$ cat src/rtl/sat_pkg.sv
`timescale 1ns/1ps
package sat_pkg;
  typedef enum logic {
    LINE_PUSH_PULL  = 1'b0,
    LINE_OPEN_DRAIN = 1'b1
  } drive_e;

  typedef struct packed {
    logic   async_mode;
    logic   fall_edge;
    drive_e drive;
  } sat_cfg_t;

  localparam int unsigned RD_SER = 0;
  localparam int unsigned RD_DAC = 1;
  localparam int unsigned N_RD   = 2;
endpackage

$ cat src/rtl/sat_sample_buf.sv
`timescale 1ns/1ps
// One write port, NRD independent readers; a slot is free once every reader passed it.
module sat_sample_buf #(
  parameter int DW    = 8,
  parameter int DEPTH = 8,   // power of two, >= 2
  parameter int NRD   = 2
) (
  input  logic                              clk_i,
  input  logic                              rst_ni,
  input  logic                              in_valid_i,
  input  logic [DW-1:0]                     in_data_i,
  output logic                              in_ready_o,
  input  logic [NRD-1:0]                    pop_i,
  output logic [NRD-1:0]                    avail_o,
  output logic [NRD-1:0][DW-1:0]            rd_data_o,
  output logic [NRD-1:0][$clog2(DEPTH):0]   lvl_o
);
  localparam int AW = $clog2(DEPTH);
  localparam logic [AW:0] LVL_FULL = (AW+1)'(DEPTH);

  logic [DW-1:0]  mem [DEPTH];
  logic [AW:0]    wr_ptr;
  logic [NRD-1:0] full;
  logic           push;

  assign in_ready_o = ~|full;
  assign push       = in_valid_i & in_ready_o;

  always_ff @(posedge clk_i or negedge rst_ni) begin
    if (!rst_ni)   wr_ptr <= '0;
    else if (push) wr_ptr <= wr_ptr + 1'b1;
  end

  always_ff @(posedge clk_i) begin
    if (push) mem[wr_ptr[AW-1:0]] <= in_data_i;
  end

  for (genvar g = 0; g < NRD; g++) begin : g_rd
    logic [AW:0] rd_ptr;
    always_ff @(posedge clk_i or negedge rst_ni) begin
      if (!rst_ni)       rd_ptr <= '0;
      else if (pop_i[g]) rd_ptr <= rd_ptr + 1'b1;
    end
    assign lvl_o[g]     = wr_ptr - rd_ptr;
    assign avail_o[g]   = (wr_ptr != rd_ptr);
    assign full[g]      = (lvl_o[g] == LVL_FULL);
    assign rd_data_o[g] = mem[rd_ptr[AW-1:0]];
  end
endmodule

$ cat src/rtl/sat_bit_timer.sv
`timescale 1ns/1ps
module sat_bit_timer import sat_pkg::*; #(
  parameter int DIVW = 12
) (
  input  logic            clk_i,
  input  logic            rst_ni,
  input  sat_cfg_t        cfg_i,
  input  logic [DIVW-1:0] div_i,
  input  logic            bclk_i,
  output logic            tick_o
);
  logic [2:0]      bclk_q;   // [0],[1] synchroniser, [2] edge history
  logic [DIVW-1:0] div_cnt;
  logic            div_hit, rise, fall;

  assign div_hit = (div_cnt >= div_i);  // >= tolerates a divider lowered mid-count
  assign rise    =  bclk_q[1] & ~bclk_q[2];
  assign fall    = ~bclk_q[1] &  bclk_q[2];

  always_ff @(posedge clk_i or negedge rst_ni) begin
    if (!rst_ni) begin
      bclk_q  <= '0;
      div_cnt <= '0;
    end else begin
      bclk_q  <= {bclk_q[1:0], bclk_i};
      div_cnt <= div_hit ? '0 : div_cnt + 1'b1;
    end
  end

  assign tick_o = cfg_i.async_mode ? div_hit : (cfg_i.fall_edge ? fall : rise);
endmodule

$ cat src/rtl/sat_ser_tx.sv
`timescale 1ns/1ps
module sat_ser_tx #(
  parameter int SMP_W = 8
) (
  input  logic             clk_i,
  input  logic             rst_ni,
  input  logic             tick_i,
  input  logic             avail_i,
  input  logic [SMP_W-1:0] data_i,
  input  logic             rts_ni,
  output logic             pop_o,
  output logic             busy_o,
  output logic             line_o
);
  localparam int FL = SMP_W + 2;
  localparam int CW = $clog2(FL);

  logic [FL-1:0] shreg;
  logic [CW-1:0] left;
  logic          at_bound;

  // rts_ni only consulted here, i.e. between frames
  assign at_bound = !busy_o || (left == '0);
  assign pop_o    = tick_i && at_bound && avail_i && !rts_ni;

  always_ff @(posedge clk_i or negedge rst_ni) begin
    if (!rst_ni) begin
      shreg  <= '1;
      left   <= '0;
      busy_o <= 1'b0;
    end else if (tick_i) begin
      if (pop_o) begin
        shreg  <= {1'b1, data_i, 1'b0};
        left   <= CW'(FL - 1);
        busy_o <= 1'b1;
      end else if (!at_bound) begin
        shreg  <= {1'b1, shreg[FL-1:1]};
        left   <= left - 1'b1;
      end else begin
        busy_o <= 1'b0;
      end
    end
  end

  assign line_o = busy_o ? shreg[0] : 1'b1;
endmodule

$ cat src/rtl/sat_dac_path.sv
`timescale 1ns/1ps
module sat_dac_path #(
  parameter int SMP_W = 8
) (
  input  logic             clk_i,
  input  logic             rst_ni,
  input  logic             tick_i,
  input  logic             susp_ni,
  input  logic             avail_i,
  input  logic [SMP_W-1:0] data_i,
  output logic             pop_o,
  output logic [SMP_W-1:0] sample_o,
  output logic             sync_o
);
  assign pop_o = tick_i && susp_ni && avail_i;

  always_ff @(posedge clk_i or negedge rst_ni) begin
    if (!rst_ni) begin
      sample_o <= '0;
      sync_o   <= 1'b0;
    end else if (pop_o) begin
      sample_o <= data_i;
      sync_o   <= ~sync_o;
    end
  end
endmodule

$ cat src/rtl/serial_audio_tx.sv
`timescale 1ns/1ps
module serial_audio_tx import sat_pkg::*; #(
  parameter int SMP_W = 8,
  parameter int DEPTH = 8,
  parameter int DIVW  = 12
) (
  input  logic             clk_i,
  input  logic             rst_ni,
  input  logic             smp_valid_i,
  input  logic [SMP_W-1:0] smp_data_i,
  output logic             smp_ready_o,
  input  logic             cfg_async_i,
  input  logic             cfg_fall_edge_i,
  input  logic             cfg_open_drain_i,
  input  logic [DIVW-1:0]  cfg_baud_div_i,
  input  logic             bclk_i,
  input  logic             rts_ni,
  output logic             txd_o,
  output logic             txd_oe_o,
  input  logic             dac_tick_i,
  input  logic             susp_ni,
  output logic [SMP_W-1:0] dac_sample_o,
  output logic             dac_sync_o
);
  localparam int LW = $clog2(DEPTH) + 1;

  sat_cfg_t                    cfg;
  logic [N_RD-1:0]             pop, avail;
  logic [N_RD-1:0][SMP_W-1:0]  rd_data;
  logic [N_RD-1:0][LW-1:0]     buf_lvl;
  logic                        bit_tick, ser_busy, ser_line;

  assign cfg = '{async_mode: cfg_async_i,
                 fall_edge:  cfg_fall_edge_i,
                 drive:      drive_e'(cfg_open_drain_i)};

  sat_sample_buf #(.DW(SMP_W), .DEPTH(DEPTH), .NRD(N_RD)) u_buf (
    .clk_i, .rst_ni,
    .in_valid_i (smp_valid_i),
    .in_data_i  (smp_data_i),
    .in_ready_o (smp_ready_o),
    .pop_i      (pop),
    .avail_o    (avail),
    .rd_data_o  (rd_data),
    .lvl_o      (buf_lvl)
  );

  sat_bit_timer #(.DIVW(DIVW)) u_timer (
    .clk_i, .rst_ni,
    .cfg_i  (cfg),
    .div_i  (cfg_baud_div_i),
    .bclk_i (bclk_i),
    .tick_o (bit_tick)
  );

  sat_ser_tx #(.SMP_W(SMP_W)) u_ser (
    .clk_i, .rst_ni,
    .tick_i  (bit_tick),
    .avail_i (avail[RD_SER]),
    .data_i  (rd_data[RD_SER]),
    .rts_ni  (rts_ni),
    .pop_o   (pop[RD_SER]),
    .busy_o  (ser_busy),
    .line_o  (ser_line)
  );

  sat_dac_path #(.SMP_W(SMP_W)) u_dac (
    .clk_i, .rst_ni,
    .tick_i   (dac_tick_i),
    .susp_ni  (susp_ni),
    .avail_i  (avail[RD_DAC]),
    .data_i   (rd_data[RD_DAC]),
    .pop_o    (pop[RD_DAC]),
    .sample_o (dac_sample_o),
    .sync_o   (dac_sync_o)
  );

  always_comb begin
    if (cfg.drive == LINE_OPEN_DRAIN) begin
      txd_o    = 1'b0;
      txd_oe_o = ~ser_line;
    end else begin
      txd_o    = ser_line;
      txd_oe_o = 1'b1;
    end
  end
endmodule

$ cat config.mk
export PLATFORM = sky130hd
export DESIGN_NAME = serial_audio_tx
export DESIGN_NICKNAME = d
export VERILOG_FILES = /design/src/rtl/sat_pkg.sv /design/src/rtl/sat_sample_buf.sv /design/src/rtl/sat_bit_timer.sv /design/src/rtl/sat_ser_tx.sv /design/src/rtl/sat_dac_path.sv /design/src/rtl/serial_audio_tx.sv
export SDC_FILE = /design/constraint.sdc
export NUM_CORES = 1
export LEC_CHECK = 0
export BUFFER_PORTS_ARGS = -buffer_cell sky130_fd_sc_hd__buf_2
export CORE_ASPECT_RATIO = 0.9
export CORE_MARGIN = 5
export CORE_UTILIZATION = 31
export DETAILED_ROUTE_END_ITERATION = 10
export HOLD_SLACK_MARGIN = 0.1
export PLACE_DENSITY = 0.5
export RECOVER_POWER = 25
export SLEW_MARGIN = 0
export SYNTH_ARGS = -nofsm -noshare
export SYNTH_HDL_FRONTEND = slang
export SYNTH_HIERARCHICAL = 1
export SYNTH_SLANG_ARGS = --single-unit
$ cat constraint.sdc
create_clock -name clk_i -period 3.5 [get_ports clk_i]
set_input_delay 0.35 -clock clk_i [delete_from_list [all_inputs] [get_ports clk_i]]
set_output_delay 0.35 -clock clk_i [all_outputs]
set_load 0.05 [all_outputs]
==> results.md <==
- Worst setup margin: 441 ps
- Pin count of the biggest net entering global routing: 44
- Vias: 3737
- # IOs: 42
- # nets final: around 550
- Start of the worst register-to-register path: u_timer/div_cnt[9]$_DFF_PN0_
- Fmax: ~330 MHz
- Drt wl/cell: about 19 um
- WP data required: ~3200 ps
- H-tree depth: 4
- Ys Warns: 6
- Clock slew at reported path FFs: ~60 ps
- Setup crit end kind: output pin
- Sw Ratio: 38.5%
- First-pass GRT wire length: ~23 mm
- Synthesized net count: between 400 and 500
- HPWL after DPL: about 10 mm
- Skew-Pair Late Insertion Delay: just over 400 ps
- Minimum clock period: between 3000 and 4000 ps
- Comb pwr share: between 40% and 50%
- DRC: 0
- Clock Path Buffers: 2
- NetSw: approximately 2.5 mW
- Final period utilization: between 80% and 90%
- Worst VDD drop: 0.375 mV
- Clk pwr share: about a quarter
- Initial Utilization: a little under a third
- Clock skew: slightly below 8 ps
- GP Congestion: around 0.83
- Slew @ Worst Pin: between 1000 and 1500 ps
- Max-slew violations: 0
- Gate Count Post-Synth: approximately 430
- Die Span Y: 140 um
- WL final: 14.1 mm
- Status: finished, final reports clean
- Critical Path Source Type: register
- Total track usage: ~14%
- Max-cap viol count: 0
- Number of inserted diodes: 0
- WS Path Type: reg2out
- Total power draw: roughly 6.5 mW
- CP Data Arrival Time: between 2000 and 3000 ps
- Overflow after GRT: 0
- Initial antenna violation count: 0
- Layout cells sized above 1: a little under a third
- Post-CTS Setup Inserts: 0
- Worst reg2reg path depth: 9
- Mapped Avg Cell Area: 13.7 um^2
- Site Rows: 47
- Core area: between 15000 and 20000 um^2
- P_leak: 2.77 nW
- Die width: between 150 and 200 um
- RSZ-0062 raised after global routing: no
- Vias in the first global route: 3958
- Initial DRC Count: roughly 260
- Reg2Reg Setup Slack: 710 ps
- Setup TNS Final: 0 ps
- Crit path max fanout: 7
- Fin cells: between 700 and 800
- CTS buffer count: 17
- IO Port Bufs: between 40 and 50
- Drt pass-1 iters: 4
- Flop pwr share: between 30% and 40%
- CTS root buf: clkbuf_16
- Area Growth Syn to Fin: 19.7%
- DIE AREA: ~22000 um^2
- Final ANT Viol Nets: 0
- CTS tree: done
- RR Endpoint: u_buf/g_rd[0].rd_ptr[3]$_DFFE_PN0P_
- # clock sinks: between 100 and 150
- Final setup fails: 0
- Hold WC Path Type: in2async
- Synthesized cell area: 5870 um^2
- P_int: around 4.0 mW
- Placed insts: just over 700
- Setup WS pre-CTS: approximately 560 ps
- Final Hold Viols: 0
- Post-Route Utilization: a little under two fifths
- Vias per cell: between 4 and 5
- Worst slew margin: 30.4%
- Pwr per Cell Area: a little over 900 nW/um^2
## layer usage
layer	part of all wire, %	vias up	GRT usage [%]
li1	-	1746	-
met1	46	1872	19.1
met2	46	107	20.5
met3	6.5	12	4.26
met4	0.99	0	3.86
met5	0	-	0
## sequential cells by signal, indices dropped and copies added, names as in the netlist
signal             cells
u_buf/mem             64
u_timer/div_cnt       12
u_ser/shreg            9
u_buf/g_rd.rd_ptr      8
u_dac/sample_o         8
u_buf/wr_ptr           4
u_ser/left             4
u_timer/bclk_q         3
u_dac/sync_o           1
u_ser/busy_o           1
## worst max-delay path by stage
| stage | start | endpoint | slack [ps] | cells after the start |
|---|---|---|---|---|
| 4_1_cts | u_buf/g_rd[0].rd_ptr[2]$_DFFE_PN0P_ | smp_ready_o | 240 | 8 |
| 3_3_place_gp | u_buf/g_rd[0].rd_ptr[2]$_DFFE_PN0P_ | u_buf/mem[6][3]$_DFFE_PP_ | 600 | 8 |
| 2_1_floorplan | u_buf/g_rd[0].rd_ptr[1]$_DFFE_PN0P_ | u_buf/mem[0][0]$_DFFE_PP_ | 130 | 9 |
| 5_1_grt | u_buf/g_rd[0].rd_ptr[2]$_DFFE_PN0P_ | smp_ready_o | 180 | 8 |
| 3_5_place_dp | u_buf/g_rd[0].rd_ptr[2]$_DFFE_PN0P_ | u_buf/mem[6][3]$_DFFE_PP_ | 560 | 8 |
| 6_report | u_buf/wr_ptr[0]$_DFFE_PN0P_ | smp_ready_o | 440 | 9 |
## cell usage in the layout, fill, tap and decap left out, drive strengths merged, types with 2 or more instances in the layout
| master | instances |
|---|---|
| nand2 | 71 |
| edfxtp | 64 |
| buf | 50 |
| dfrtp | 41 |
| mux4 | 32 |
| inv | 29 |
| clkbuf | 26 |
| ha | 24 |
| nor3 | 19 |
| xnor2 | 16 |
| o21ai | 10 |
| dfstp | 9 |
| mux2 | 9 |
| xor2 | 9 |
| a21oi | 8 |
| nor2 | 8 |
| clkinvlp | 7 |
| a221o | 7 |
| o311a | 7 |
| nand3 | 7 |
| nor4 | 6 |
| nand4 | 5 |
| clkinv | 5 |
| or3 | 3 |
| mux2i | 3 |
| nand2b | 3 |
| bufinv | 2 |
| nand3b | 2 |
| o2111ai | 2 |
| or2 | 2 |
| fa | 2 |
| nor3b | 2 |
## area by class of cell
type,count,area [um^2]
repair buffers,59,333
multi-input cells,272,2520
clock buffers,18,429
fillers,1758,11500
well taps,245,307
clock inverters,14,140
flip-flops and latches,114,3190
inverters,29,113
## repair_timing
action | CTS | global route
endpoints found under the setup margin | 0 | 1
hold buffers | 1 | 0
gates resized for setup | 0 | 2
endpoints found under the hold margin | 1 | 0
## worst max-delay path, cell delays in order (launching register included)
cell and delay [ps]:
dfrtp_1 370, inv_1 130, ha_1 180, inv_1 50
fa_1 370, xor2_1 140, or3_1 390, o21ai_2 340
inv_1 90, buf_2 230
## metrics by stage
stage	area [um^2]	hold slack [ps]
5_1_grt	7020	202
2_1_floorplan	5870	54.4
6_report	7020	113
3_5_place_dp	6450	344
3_3_place_gp	6450	337
4_1_cts	7030	166
## power by group through the flow
stage               logic (mW)  clock network, mW  registers [mW]
floorplan                 1.82                  0            2.25
global placement          2.67                  0            2.14
detailed placement        2.70                  0            2.15
CTS                       2.71               1.72            2.13
global route              2.95               1.79            2.18
finish                    2.67               1.68            2.13
Note: power is estimated with default switching activity, not from simulation.
